[config.mk]
export PLATFORM = sky130hd
export DESIGN_NAME = pkt_rx_fifo
export DESIGN_NICKNAME = d
export VERILOG_FILES = /design/src/rtl/pkt_rx_fifo_pkg.sv /design/src/rtl/pkt_rx_level.sv /design/src/rtl/pkt_rx_admit.sv /design/src/rtl/pkt_rx_store.sv /design/src/rtl/pkt_rx_fifo.sv
export SDC_FILE = /design/constraint.sdc
export NUM_CORES = 2
export LEC_CHECK = 0
export BUFFER_PORTS_ARGS = -buffer_cell sky130_fd_sc_hd__buf_4
export CELL_PAD_IN_SITES_DETAIL_PLACEMENT = 1
export CELL_PAD_IN_SITES_GLOBAL_PLACEMENT = 2
export CORE_MARGIN = 1
export CORE_UTILIZATION = 40
export DETAILED_ROUTE_END_ITERATION = 8
export MAX_ROUTING_LAYER = met4
export PLACE_DENSITY = 0.67
export SETUP_SLACK_MARGIN = 0.4
export SLEW_MARGIN = 20
export SYNTH_ARGS = -nofsm -noshare
export SYNTH_HDL_FRONTEND = slang
export SYNTH_SLANG_ARGS = --single-unit
[constraint.sdc]
create_clock -name clk -period 11 [get_ports clk]
set_input_delay 0.55 -clock clk [delete_from_list [all_inputs] [get_ports clk]]
set_output_delay 0.55 -clock clk [all_outputs]
set_load 0.05 [all_outputs]
[src/rtl/pkt_rx_fifo_pkg.sv]
package pkt_rx_fifo_pkg;
   typedef enum logic [1:0] {
      TAG_NORMAL = 2'd0,
      TAG_END    = 2'd1,
      TAG_ABORT  = 2'd2
   } tag_e;
endpackage

[src/rtl/pkt_rx_level.sv]
module pkt_rx_level #(
   parameter int DEPTH       = 256,
   parameter int RESYNC_FREE = 16,
   parameter bit FLAG_REG    = 1'b0,
   localparam int LW = $clog2(DEPTH) + 1
) (
   input  logic          clk,
   input  logic          rst_n,
   input  logic          push,
   input  logic          rd_en,
   input  logic [LW-1:0] watermark,
   output logic          pop,
   output logic          full,
   output logic          room_ok,
   output logic          data_avail
);
   localparam logic [LW-1:0] FULL_CNT = LW'(DEPTH);
   localparam logic [LW-1:0] ROOM_LIM = LW'(DEPTH - RESYNC_FREE);

   logic [LW-1:0] count_q, count_d;

   assign pop     = rd_en && (count_q != '0);
   assign full    = (count_q == FULL_CNT);
   assign room_ok = (count_q <= ROOM_LIM);

   always_comb begin
      count_d = count_q;
      if (push && !pop)      count_d = count_q + 1'b1;
      else if (!push && pop) count_d = count_q - 1'b1;
   end

   always_ff @(posedge clk) begin
      if (!rst_n) count_q <= '0;
      else        count_q <= count_d;
   end

   generate
      if (FLAG_REG) begin : g_flag_reg
         logic da_q;
         always_ff @(posedge clk) begin
            if (!rst_n) da_q <= 1'b0;
            else        da_q <= (count_d > watermark);
         end
         assign data_avail = da_q;
      end else begin : g_flag_comb
         assign data_avail = (count_q > watermark);
      end
   endgenerate

   a_r2_no_push_full : assert property (@(posedge clk) disable iff (!rst_n)
      push |-> !full);
   a_r3_flag_low_empty : assert property (@(posedge clk) disable iff (!rst_n)
      (count_q == '0) |-> !data_avail);
   a_r2_count_bound : assert property (@(posedge clk) disable iff (!rst_n)
      count_q <= FULL_CNT);
endmodule

[src/rtl/pkt_rx_admit.sv]
module pkt_rx_admit (
   input  logic clk,
   input  logic rst_n,
   input  logic wr_en,
   input  logic wr_sop,
   input  logic wr_eop,
   input  logic full,
   input  logic room_ok,
   output logic push,
   output logic abort_mark,
   output logic ovf_set
);
   logic drop_q, drop_d;
   logic in_pkt_q, in_pkt_d;

   always_comb begin
      push       = 1'b0;
      abort_mark = 1'b0;
      ovf_set    = 1'b0;
      drop_d     = drop_q;
      in_pkt_d   = in_pkt_q;
      if (wr_en) begin
         if (drop_q) begin
            if (wr_sop && room_ok && !full) begin
               push   = 1'b1;
               drop_d = 1'b0;
            end
         end else if (full) begin
            ovf_set    = 1'b1;
            drop_d     = 1'b1;
            abort_mark = !wr_sop && in_pkt_q;
            in_pkt_d   = 1'b0;
         end else begin
            push = 1'b1;
         end
      end
      if (push) begin
         if (wr_sop) in_pkt_d = 1'b1;
         if (wr_eop) in_pkt_d = 1'b0;
      end
   end

   always_ff @(posedge clk) begin
      if (!rst_n) begin
         drop_q   <= 1'b0;
         in_pkt_q <= 1'b0;
      end else begin
         drop_q   <= drop_d;
         in_pkt_q <= in_pkt_d;
      end
   end

   a_r7_drop_after_ovf : assert property (@(posedge clk) disable iff (!rst_n)
      ovf_set |=> drop_q);
   a_r6_abort_only_full : assert property (@(posedge clk) disable iff (!rst_n)
      abort_mark |-> (full && wr_en));
endmodule

[src/rtl/pkt_rx_store.sv]
module pkt_rx_store #(
   parameter int DEPTH  = 256,
   parameter int DATA_W = 8,
   localparam int AW = $clog2(DEPTH)
) (
   input  logic              clk,
   input  logic              rst_n,
   input  logic              push,
   input  logic [DATA_W-1:0] wr_data,
   input  logic [1:0]        wr_tag,
   input  logic              abort_mark,
   input  logic              rd_en,
   input  logic              pop,
   output logic              rd_valid,
   output logic              rd_invalid,
   output logic [DATA_W-1:0] rd_data,
   output logic [1:0]        rd_tag
);
   import pkt_rx_fifo_pkg::*;

   logic [DATA_W-1:0] data_mem [DEPTH];
   logic [1:0]        tag_mem  [DEPTH];
   logic [AW-1:0]     wr_ptr_q, rd_ptr_q, last_ptr;

   assign last_ptr = wr_ptr_q - 1'b1;

   always_ff @(posedge clk) begin
      if (push) begin
         data_mem[wr_ptr_q] <= wr_data;
         tag_mem[wr_ptr_q]  <= wr_tag;
      end else if (abort_mark) begin
         tag_mem[last_ptr] <= TAG_ABORT;
      end
   end

   always_ff @(posedge clk) begin
      if (!rst_n) begin
         wr_ptr_q   <= '0;
         rd_ptr_q   <= '0;
         rd_valid   <= 1'b0;
         rd_invalid <= 1'b0;
         rd_data    <= '0;
         rd_tag     <= TAG_NORMAL;
      end else begin
         rd_valid   <= pop;
         rd_invalid <= rd_en && !pop;
         if (push) wr_ptr_q <= wr_ptr_q + 1'b1;
         if (pop) begin
            rd_data  <= data_mem[rd_ptr_q];
            rd_tag   <= tag_mem[rd_ptr_q];
            rd_ptr_q <= rd_ptr_q + 1'b1;
         end
      end
   end

   a_r4_rd_exclusive : assert property (@(posedge clk) disable iff (!rst_n)
      !(rd_valid && rd_invalid));
   a_r9_rd_response : assert property (@(posedge clk) disable iff (!rst_n)
      rd_en |=> (rd_valid || rd_invalid));
endmodule

[src/rtl/pkt_rx_fifo.sv]
module pkt_rx_fifo #(
   parameter int DEPTH       = 256,
   parameter int DATA_W      = 8,
   parameter int RESYNC_FREE = 16,
   parameter bit FLAG_REG    = 1'b0,
   localparam int LW = $clog2(DEPTH) + 1
) (
   input  logic              clk,
   input  logic              rst_n,
   input  logic              wr_en,
   input  logic              wr_sop,
   input  logic              wr_eop,
   input  logic [DATA_W-1:0] wr_data,
   input  logic              rd_en,
   input  logic [LW-1:0]     watermark,
   output logic              rd_valid,
   output logic              rd_invalid,
   output logic [DATA_W-1:0] rd_data,
   output logic [1:0]        rd_tag,
   output logic              data_avail,
   output logic              ovf_pulse
);
   import pkt_rx_fifo_pkg::*;

   initial begin
      assert ((DEPTH & (DEPTH - 1)) == 0 && DEPTH >= 2)
         else $error("DEPTH must be a power of two of at least 2");
      assert (RESYNC_FREE >= 1 && RESYNC_FREE <= DEPTH)
         else $error("RESYNC_FREE must lie in 1..DEPTH");
      assert (DATA_W >= 1) else $error("DATA_W must be positive");
   end

   logic push, pop, full, room_ok, abort_mark, ovf_set, ovf_q;
   logic [1:0] wr_tag;

   assign wr_tag = wr_eop ? TAG_END : TAG_NORMAL;

   pkt_rx_admit u_admit (
      .clk, .rst_n, .wr_en, .wr_sop, .wr_eop, .full, .room_ok,
      .push, .abort_mark, .ovf_set
   );

   pkt_rx_level #(.DEPTH(DEPTH), .RESYNC_FREE(RESYNC_FREE), .FLAG_REG(FLAG_REG)) u_level (
      .clk, .rst_n, .push, .rd_en, .watermark,
      .pop, .full, .room_ok, .data_avail
   );

   pkt_rx_store #(.DEPTH(DEPTH), .DATA_W(DATA_W)) u_store (
      .clk, .rst_n, .push, .wr_data, .wr_tag, .abort_mark, .rd_en, .pop,
      .rd_valid, .rd_invalid, .rd_data, .rd_tag
   );

   always_ff @(posedge clk) begin
      if (!rst_n) ovf_q <= 1'b0;
      else        ovf_q <= ovf_set;
   end
   assign ovf_pulse = ovf_q;

   a_r8_ovf_single : assert property (@(posedge clk) disable iff (!rst_n)
      ovf_pulse |=> !ovf_pulse);
   a_r5_ovf_needs_write : assert property (@(posedge clk) disable iff (!rst_n)
      ovf_pulse |-> $past(wr_en));
   a_r9_tag_legal : assert property (@(posedge clk) disable iff (!rst_n)
      rd_valid |-> (rd_tag != 2'd3));
endmodule

==> results.toml <==
[detailed_routing]
firstDrtPassIters = 5
wl_per_cell_um = 34.4
antenna_left = 0
wirelength_um = 304000
viasPerCell = 5.97
drtIter0Drc = 6354
vias = 52800
drc_errors = 0

[clock_tree]
clk_latency_ns = 0.92
clkTransAtPathRegs_ns = 0.06
cts_resized = 0
cts_tree = "done"
htree_levels = 5
cts_made_buffers = 286
root_buffer = "clkbuf_16"
cts.sinks = 2600
cts_max_path_buffers = 4

[timing]
fin_crit_ns = 5.54
hold_violations = 0
finalClockSkew_ns = 0.0428
maxSlewViolCount = 0
tns_ns = 0
post-route-period-util_pct = 50.4
grt_setup_unrepaired = "no"
max-slew-margin-rel_pct = 14.3
fmax_mhz = 180
setup-violations-final = 0
final.setup.worst_slack_ns = 5.46
tightest_slew_ns = 1.27

[place]
routabilityCongestion = 0.814
place_ws_ns = 5.45
io_buffers = 36
place_area_mm2 = 0.107
dp_hpwl_um = 179000

[synthesis]
syn_inst = 5142
yosysWarningCount = 0
syn_avg_cell_area_um2 = 19.9
yosys_register_bits = 2600
async_reset_ff_share_pct = 0
ys_dominant_reg_cell = "edfxtp_1"
ys_types = 74
synth_edf_count = 2560
ys_seq_area_share_pct = 75.8
mappedNetlistNets = 5191
syn-cell-area_mm2 = 0.102

[die]
die_height_um = 508
core_area_mm2 = 0.254
die_area_mm2 = 0.258
rows = 185
initial_core_util_pct = 40.3
ios = 37
die_x_um = 508

[worst_setup_path]
rr_worst_depth = 8
cpMostUsedCell = "mux4_2"
rrSetupSlack_ns = 5.46
reg2reg_from = "u_store.rd_ptr_q[0]"
arrival_ns = 6.30
path_class = "flop to flop"
worstPathCellList = "buf_12, buf_4, mux4_2, mux4_2, o211ai_1, o21ai_0, nor3_1, o22ai_1"
end_kind = "flop"
crit_slowest_cell = "nor3_1"
crit_required_ns = 11.76
cpPeakStageDelay_ns = 0.99
path_max_fanout = 89
r2r-end = "u_store.rd_data[2]"
cp-start-kind = "flop"

[grt]
grt_max_degree = 257
track_usage_pct = 24.2
grt_pass1_vias = 54300
grt.overflow.total = 0
grt_antenna_before_repair = 14
grt_pass1_wl_um = 426000

[finish]
nNetsFinal = 5315
syn2layout_area_growth_pct = 12.7
layout_common_cells = "edfxtp_1 (2560), mux4_2 (620), nor2_1 (586)"
fin_util_pct = 45.4
fin_area_mm2 = 0.115
final_common_cell = "edfxtp_1"
drive_gt1_share_pct = 22.3

[run]
max_cap_violations = 0

[worst_hold_path]
hold_path_class = "primary input to flop"
whs_path_depth = 3
hp-start = "wr_sop"
worstHoldEndpoint = "u_store.tag_mem[125][1]"

[power]
power_w = 0.0241
ir_drop_v = 0.000184
power_density_mw_per_mm2 = 209
p_leak_nw = 35.4

[status]
status = "completed"
[worst max path at each step]
stage,startpoint,end,slack [ns],depth (start not counted)
floorplan,wr_en,u_store.tag_mem[0][0],1.31,4
global placement,u_store.rd_ptr_q[0],u_store.rd_data[3],4.93,9
detailed placement,u_store.rd_ptr_q[0],u_store.rd_data[2],5.45,8
CTS,u_store.rd_ptr_q[0],u_store.rd_data[2],5.44,8
global route,u_store.rd_ptr_q[0],u_store.rd_data[2],5.27,8
finish,u_store.rd_ptr_q[0],u_store.rd_data[2],5.46,8
[flip-flops by register name (all words and copies together) (netlist names)]
| signal | count |
|---|---|
| u_store.rd_data | 8 |
| u_admit.in_pkt_q | 1 |
| u_store.tag_mem | 512 |
| u_store.wr_ptr_q | 8 |
| u_admit.drop_q | 1 |
| u_level.count_q | 9 |
| u_store.rd_invalid | 1 |
| u_store.rd_ptr_q | 8 |
| u_store.rd_tag | 2 |
| ovf_pulse | 1 |
| u_store.rd_valid | 1 |
| u_store.data_mem | 2048 |
[routing by layer]
layer	share of wire, %	track usage (%)	routed length (um)	vias to the layer above
li1	-	-	-	21300
met2	48	37.7	145000	1985
met5	0	-	0	-
met1	43	33.7	131000	29000
met3	6.5	3.21	19800	394
met4	2.5	6.23	7470	0
[Yosys cell counts, types with 23 or more instances]
master,instances,area share [%]
a22oi_1,54,0.40
clkbuf_1,162,0.59
o22ai_1,32,0.20
dfxtp_1,40,0.78
a21oi_1,89,0.43
buf_2,80,0.39
nor2_1,595,2.2
o21ai_0,48,0.23
mux2i_1,186,1.8
a221oi_1,36,0.31
nand3_1,40,0.20
o221ai_1,23,0.20
ha_1,25,0.31
nand2_1,154,0.56
edfxtp_1,2560,75
a211oi_1,24,0.18
mux4_2,620,14
buf_4,38,0.28
nor3_1,31,0.15
buf_1,39,0.14
[worst max-delay path, delay by kind of cell, from the launching register on]
kind	cells	cell delay, ns
muxes	2	1.15
AOI/OAI and AO/OA	3	0.79
DFF	1	0.91
and+or+nand+nor	1	0.99
buffers and inverters	2	1.24
[per-stage QoR]
stage          instances  hold WS [ns]
2_1_floorplan       5142         0.471
3_3_place_gp        8335         0.492
3_5_place_dp        8336         0.491
4_1_cts             8831         0.127
5_1_grt             8833         0.172
6_report            8836         0.184
[power breakdown]
group	internal (W)	switching, W
sequential	0.0109	0.000119
combinational	0.00176	0.00223
clock	0.00523	0.00382
[repair_timing]
action,in CTS,in global routing
hold endpoints to repair,6,0
hold buffers,7,0
buffers inserted,0,0
[kinds of logic after synthesis]
| logic type | after synthesis | share of synthesized area (%) |
|---|---|---|
| AOI/OAI and AO/OA | 420 | 2.86 |
| and+or+nand+nor | 918 | 3.75 |
| muxes | 811 | 15.5 |
| xor gates and xnor gates | 26 | 0.222 |
| DFF | 2600 | 75.8 |
| buffers and inverters | 341 | 1.51 |
| adders and majority gates | 26 | 0.325 |
[area by class of cell]
class / instances / area [um2]
Antenna cell: 4 / 10.0
Clock buffer: 369 / 7670
Clock inverter: 119 / 942
Fill cell: 23300 / 139000
Inverter: 19 / 78.8
Multi-Input combinational cell: 2201 / 23500
Sequential cell: 2600 / 77700
Tap cell: 3366 / 4210
Timing Repair Buffer: 158 / 1350
No activity file was read; power rests on OpenSTA's default activity.
